===== src/rtl/mem_lane_bridge.sv =====
module mem_lane_bridge #(
  parameter int ADDR_W    = 16,
  parameter int IO_PAGE_W = 12
) (
  input  logic                 clk,
  input  logic                 rst_n,
  input  logic                 req_valid,
  output logic                 req_ready,
  input  logic                 req_write,
  input  logic                 req_byte,
  input  logic [ADDR_W-1:0]    req_addr,
  input  logic [15:0]          req_wdata,
  output logic                 rsp_valid,
  output logic [15:0]          rsp_rdata,
  output logic                 align_trap,
  output logic                 ram_valid,
  input  logic                 ram_ready,
  output logic                 ram_write,
  output logic [ADDR_W-1:0]    ram_addr,
  output logic [1:0]           ram_be,
  output logic [15:0]          ram_wdata,
  input  logic [15:0]          ram_rdata,
  output logic                 dev_valid,
  input  logic                 dev_ready,
  output logic                 dev_write,
  output logic [IO_PAGE_W-1:0] dev_addr,
  output logic [1:0]           dev_be,
  output logic [15:0]          dev_wdata,
  input  logic [15:0]          dev_rdata
);
  localparam int LANE_W = 8;
  localparam int PAGE_TAG_W = ADDR_W - IO_PAGE_W;

  logic              busy;
  logic              io_q, wr_q, byte_q, odd_q;
  logic [ADDR_W-1:0] addr_q;
  logic [1:0]        be_q;
  logic [15:0]       wlanes_q;

  logic accept, misaligned, io_hit, sel_ready;
  logic [15:0] sel_rdata, steered;
  logic [1:0]  be_next;
  logic [15:0] wlanes_next;

  assign req_ready  = ~busy;
  assign accept     = req_valid & ~busy;
  assign misaligned = ~req_byte & req_addr[0];
  assign io_hit     = &req_addr[ADDR_W-1 -: PAGE_TAG_W];

  assign be_next     = req_byte ? (req_addr[0] ? 2'b10 : 2'b01) : 2'b11;
  assign wlanes_next = req_byte ? {2{req_wdata[LANE_W-1:0]}} : req_wdata;

  assign sel_ready = io_q ? dev_ready : ram_ready;
  assign sel_rdata = io_q ? dev_rdata : ram_rdata;
  assign steered   = !byte_q ? sel_rdata :
                     {{LANE_W{1'b0}}, odd_q ? sel_rdata[15:LANE_W] : sel_rdata[LANE_W-1:0]};

  assign ram_valid = busy & ~io_q;
  assign ram_write = wr_q;
  assign ram_addr  = {addr_q[ADDR_W-1:1], 1'b0};
  assign ram_be    = be_q;
  assign ram_wdata = wlanes_q;

  assign dev_valid = busy & io_q;
  assign dev_write = wr_q;
  assign dev_addr  = {addr_q[IO_PAGE_W-1:1], 1'b0};
  assign dev_be    = be_q;
  assign dev_wdata = wlanes_q;

  always_ff @(posedge clk) begin
    if (!rst_n) begin
      busy       <= 1'b0;
      align_trap <= 1'b0;
      rsp_valid  <= 1'b0;
      rsp_rdata  <= '0;
      io_q       <= 1'b0;
      wr_q       <= 1'b0;
      byte_q     <= 1'b0;
      odd_q      <= 1'b0;
      addr_q     <= '0;
      be_q       <= '0;
      wlanes_q   <= '0;
    end else begin
      align_trap <= accept & misaligned;
      rsp_valid  <= 1'b0;
      if (accept && !misaligned) begin
        busy     <= 1'b1;
        io_q     <= io_hit;
        wr_q     <= req_write;
        byte_q   <= req_byte;
        odd_q    <= req_addr[0];
        addr_q   <= req_addr;
        be_q     <= be_next;
        wlanes_q <= wlanes_next;
      end else if (busy && sel_ready) begin
        busy      <= 1'b0;
        rsp_valid <= 1'b1;
        rsp_rdata <= wr_q ? 16'h0000 : steered;
      end
    end
  end
endmodule


===== config.mk =====
export PLATFORM = sky130hd
export DESIGN_NAME = mem_lane_bridge
export DESIGN_NICKNAME = d
export VERILOG_FILES = /design/src/rtl/mem_lane_bridge.sv
export SDC_FILE = /design/constraint.sdc
export NUM_CORES = 1
export LEC_CHECK = 0
export BUFFER_PORTS_ARGS = -buffer_cell sky130_fd_sc_hd__clkbuf_2
export CORE_MARGIN = 10
export CORE_UTILIZATION = 47
export CTS_BUF_LIST = sky130_fd_sc_hd__clkbuf_16
export CTS_CLUSTER_DIAMETER = 40
export DETAILED_ROUTE_END_ITERATION = 8
export PLACE_DENSITY = 0.82
export SLEW_MARGIN = 20
export SYNTH_ARGS = -nofsm -noshare
export SYNTH_HDL_FRONTEND = slang
export SYNTH_SLANG_ARGS = --single-unit

===== constraint.sdc =====
create_clock -name clk -period 4 [get_ports clk]
set_clock_uncertainty 0.2 [all_clocks]
set_input_delay 0.6 -clock clk [delete_from_list [all_inputs] [get_ports clk]]
set_output_delay 0.6 -clock clk [all_outputs]
set_load 0.005 [all_outputs]

---- After elaboration in Yosys (flattened, before gate mapping) ----
Cells that the tools add are included.
storage, ports and cells
  bits in registers ....................... 57
  bits in latches ......................... 0
  memory bits (writable) .................. 0
  bits in read-only memories .............. 0
  input bits .............................. 71
  output and inout bits ................... 87
  word-level logic and storage cells ...... 39
  memories kept ........................... 0
cells by class
  add/subtract/negate cells ............... 0
  $mul .................................... 0
  div/mod/pow operators ................... 0
  magnitude comparators ................... 0
  eq/ne operators ......................... 0
  shifts and indexed selects .............. 0
  multiplexer cells ....................... 11
  bitwise operators ....................... 10
  reduce and logical (&&, ||, !) cells .... 7
operator list
  cell               count
  $mux 16            4
  $mux 8             1
  $and 1x1->1        5
  $not 1->1          5
  $mux 1             4
  $mux 2             2
  $reduce_and 4->1   1
  $logic_and 1x1->1  2
  $reduce_and 2->1   1
  $reduce_bool 2->1  1
  $reduce_or 2->1    1
  $logic_not 1->1    1

---- Logic depth before layout (Yosys ltp) ----
  depth after elaboration ................. 6
  depth in mapped cells ................... 5
  gate-level depth less buffers ........... 3

---- Least setup slack after synthesis ----
OpenSTA, ideal clock, no wires.
  path kind ............................... input port to flip-flop
  start point ............................. input dev_ready
  end point ............................... register rsp_rdata[7]
  setup time .............................. 0.117 ns
  arrival time ............................ 1.382 ns
  required time ........................... 3.683 ns
  path slack .............................. 2.301 ns
  cell stages on the path ................. 3
  buffers on the path ..................... 0
  cells stage by stage .................... mux2i_1 nor4_4 a22o_1
on the way
  cells in the longest elaborated chain, start to end .. 3
ends and longest elaborated chain
  element                     line  text
  start: declaration          24    input logic dev_ready,
  $mux 1                      53    assign sel_ready = io_q ? dev_ready : ram_ready;
  $logic_and 1x1->1           95    end else if (busy && sel_ready) begin
  $reduce_and 2->1 (no line)  n/a
  end signal: assignment      98    rsp_rdata <= wr_q ? 16'h0000 : steered;
  end: declaration            14    output logic [15:0] rsp_rdata,
No other way between the ends.
A chain may end at the register's enable or synchronous reset.

---- Worst setup path after layout ----
  start point ............................. register io_q
  end point ............................... register rsp_rdata[0]
on the way
  cells in the longest elaborated chain, start to end .. 4
  elaborated cells between the ends (all ways) .. 7
  classes of those cells .................. mux: 5; reduce/logical: 2
ends and longest elaborated chain
  element                   line  text
  start: declaration        35    logic io_q, wr_q, byte_q, odd_q;
  start signal: assignment  88    io_q <= io_hit;
  $mux 16                   54    assign sel_rdata = io_q ? dev_rdata : ram_rdata;
  $mux 8                    56    {{LANE_W{1'b0}}, odd_q ? sel_rdata[15:LANE_W] : sel_rdata[LANE_W-1:0]};
  $mux 16                   55    assign steered = !byte_q ? sel_rdata :
  $mux 16                   98
Several ways; a longest one is shown, not always the timed one.

==> impl_metrics.env <==
export IMPL_synth_seq_cells=56
export IMPL_internal_power_mw=1.058
export IMPL_timing_fmax_ghz=0.4127
export IMPL_top_level_ports=158
export IMPL_drc=0
export IMPL_swShare_pct=24.61
export IMPL_r2r_cells=3
export IMPL_grt_setup_unrepaired="no"
export IMPL_drt_iter0_drc=147
export IMPL_path_buf_inv=0
export IMPL_yosysWarnings=0
export IMPL_cap_violations=0
export IMPL_power_mw=1.404
export IMPL_grt_pass1_vias=2591
export IMPL_routed_wl_um=8590
export IMPL_h_tree_depth=2
export IMPL_worstMarginPinSlew_ps=973.2
export IMPL_die_area_sq_um=9206
export IMPL_finalCriticalPeriod_ps=2423
export IMPL_placed_area_sq_um=3259
export IMPL_grt_overflow=0
export IMPL_detail_route_vias_per_cell=5.351
export IMPL_yosysMostFrequentCell="dfxtp_1"
export IMPL_cts_tree="built"
export IMPL_cts_buffer_depth=2
export IMPL_post_route_util_pct=62.33
export IMPL_yosys_area_top_type="dfxtp_1"
export IMPL_cts_buffers=5
export IMPL_coreArea_sq_um=5540
export IMPL_netlist_area_sq_um=2711
export IMPL_grt_total_usage_pct=17.68
export IMPL_status="completed"
export IMPL_drv_slew=0
export IMPL_ant_nets=0
export IMPL_synth_edf_count=0
export IMPL_vias=2574
export IMPL_slowest_delay_ps=910
export IMPL_cts_root_buf="clkbuf_16"
export IMPL_endpoint_kind="flop"
export IMPL_clk_pin_slew_ps=70
export IMPL_dr_pass1_iters=5
export IMPL_reg2reg_from="io_q$_SDFFE_PN0P_"
export IMPL_rows=27
export IMPL_die_y_um=95.95
export IMPL_cpMaxStageDelayCell="dfxtp_1"
export IMPL_cp_required_ps=3980
export IMPL_p_seq_share_pct=44.1
export IMPL_finalHoldViolations=0
export IMPL_place_congestion=0.8056
export IMPL_initial_core_util_pct=48.94
export IMPL_drive_gt1_share_pct=47.68
export IMPL_io_buffer_count=155
export IMPL_nets=479
export IMPL_p_switching_mw=0.3454
export IMPL_synth_distinct_cells=30
export IMPL_crit_path_start="io_q$_SDFFE_PN0P_"
export IMPL_postCtsSetupBuffers=0
export IMPL_clock_latency_ps=290
export IMPL_vdd_drop_max_mv=0.2307
export IMPL_cellLeakagePower_nw=1.602
export IMPL_async_flop_share_pct=0
export IMPL_worstHoldPathType="flop to flop"
export IMPL_r2r_slack_ps=1580
export IMPL_path_max_fanout=21
export IMPL_stdcell_area_sq_um=3453
export IMPL_area_growth_pct=27.36
export IMPL_cts_hold_buf=0
export IMPL_path_cells="mux2i_1 -> nor4_4 -> a22o_1"
export IMPL_cts_repair_resized=0
export IMPL_die_x_um=95.95
export IMPL_fin_cells=481
export IMPL_ys_top_cells_by_count="dfxtp_1, a21oi_1, o21ai_0"
export IMPL_cts_sinks=56
export IMPL_grt_pass1_wl_um=13080
export IMPL_r2r_end="rsp_rdata[0]$_SDFFE_PN0P_"
export IMPL_wire_per_inst_um=17.86
export IMPL_netlist_area_leader_share_pct=41.35
export IMPL_antenna_found_initial=0
export IMPL_synthTopCellsByArea="dfxtp_1, buf_4, mux2_2, a21oi_1, o21ai_0"
export IMPL_power_frac_comb_pct=16.2
export IMPL_finalSetupViolCount=0
export IMPL_p_clk_share_pct=39.8
export IMPL_dp_cells=473
export IMPL_critPathTopFamily="flip-flops"
export IMPL_worstSetupEndpoint="rsp_rdata[0]$_SDFFE_PN0P_"
export IMPL_cellPowerDensity_nw_per_um2=406.5
export IMPL_worst_ep_arrival_time_ps=2400
export IMPL_path_class="flop to flop"
export IMPL_tns_ps=0
export IMPL_synth_flop_cell="dfxtp_1"
export IMPL_antennaDiodeCount=0
export IMPL_ys_seq_area_share_pct=41.35
export IMPL_dpl_hpwl_um=6686
export IMPL_max_slew_margin_pct=35.12
export IMPL_grt_max_degree=37
export IMPL_cp_depth=3
export IMPL_start_kind="flop"
export IMPL_synth_cells=297
export IMPL_syn_area_per_cell_sq_um=9.129
export IMPL_post_route_period_util_pct=60.57
-- layer usage --
metal	global-route usage, %	vias up	wire length [um]
met4	4.545	0	104
met2	32.22	95	4576
met5	0	-	0
li1	-	1259	-
met1	19.93	1212	3243
met3	4.591	8	665
-- power by group through the flow --
stage	Sequential [mW]	Clock, mW	Combinational (mW)
after floorplan	0.627	0	0.144
after global placement	0.630	0	0.223
after detailed placement	0.631	0	0.228
after CTS	0.619	0.564	0.230
after global routing	0.624	0.588	0.252
final	0.618	0.558	0.227
-- flip-flops by register name (all words and copies together), names as in the netlist, 2 cells and up --
name and flops:
addr_q 16, dev_be 2, dev_wdata 16, rsp_rdata 16
-- per-stage QoR --
step	hold WS, ps	worst slack, ps
finish	278.5	1577
global placement	259.7	1523
global route	298.5	1440
CTS	276.0	1589
floorplan	266.0	2301
detailed placement	254.6	1493
-- worst min path at each step --
stage / end / startpoint / depth (start not counted)
final: addr_q[15]$_SDFFE_PN0P_ / addr_q[15]$_SDFFE_PN0P_ / 2
after global routing: rsp_rdata[9]$_SDFFE_PN0P_ / rsp_rdata[9]$_SDFFE_PN0P_ / 2
after CTS: rsp_rdata[11]$_SDFFE_PN0P_ / rsp_rdata[11]$_SDFFE_PN0P_ / 2
after detailed placement: rsp_rdata[7]$_SDFFE_PN0P_ / rsp_rdata[7]$_SDFFE_PN0P_ / 1
after global placement: rsp_rdata[10]$_SDFFE_PN0P_ / rsp_rdata[10]$_SDFFE_PN0P_ / 2
after floorplan: rsp_rdata[7]$_SDFFE_PN0P_ / rsp_rdata[7]$_SDFFE_PN0P_ / 1
-- tightest hold or removal path, stage by stage, from the launching register on --
cell and delay [ps]:
dfxtp_1 310, o21ai_0 60, a21oi_1 60
-- cells by family (layout without fill, tap and decap cells) --
family	count (synthesis)	in the layout	share of synthesized area, %
AOI/OAI and AO/OA	99	99	20.90
buffers and inverters	58	169	13.34
DFF	56	56	41.35
muxes	34	34	14.12
other	1	2	0.1383
and+or+nand+nor	49	49	10.15
-- layout by cell type (no fill, tap or decap), types with 3 or more instances in the layout --
master	synthesis	routed
buf_4	33	4
nor2_1	3	3
clkbuf_16	0	5
nand4_1	9	9
mux2_4	3	3
a211oi_1	9	9
nor3_1	3	3
dfxtp_1	56	56
mux2_2	21	21
clkbuf_2	0	155
mux2i_1	9	9
a21oi_1	44	44
a22o_1	8	8
nand3_1	24	24
o21ai_0	34	34
-- area by class of cell --
type | count | area (sq um)
inverter | 2 | 7.507
clock buffer | 5 | 125.1
fill | 493 | 2087
tap | 72 | 90.09
clock inverter | 3 | 68.82
timing repair buffer | 159 | 805.8
multi-input combinational | 184 | 1235
sequential | 56 | 1121
(Power assumes the default switching activity.)
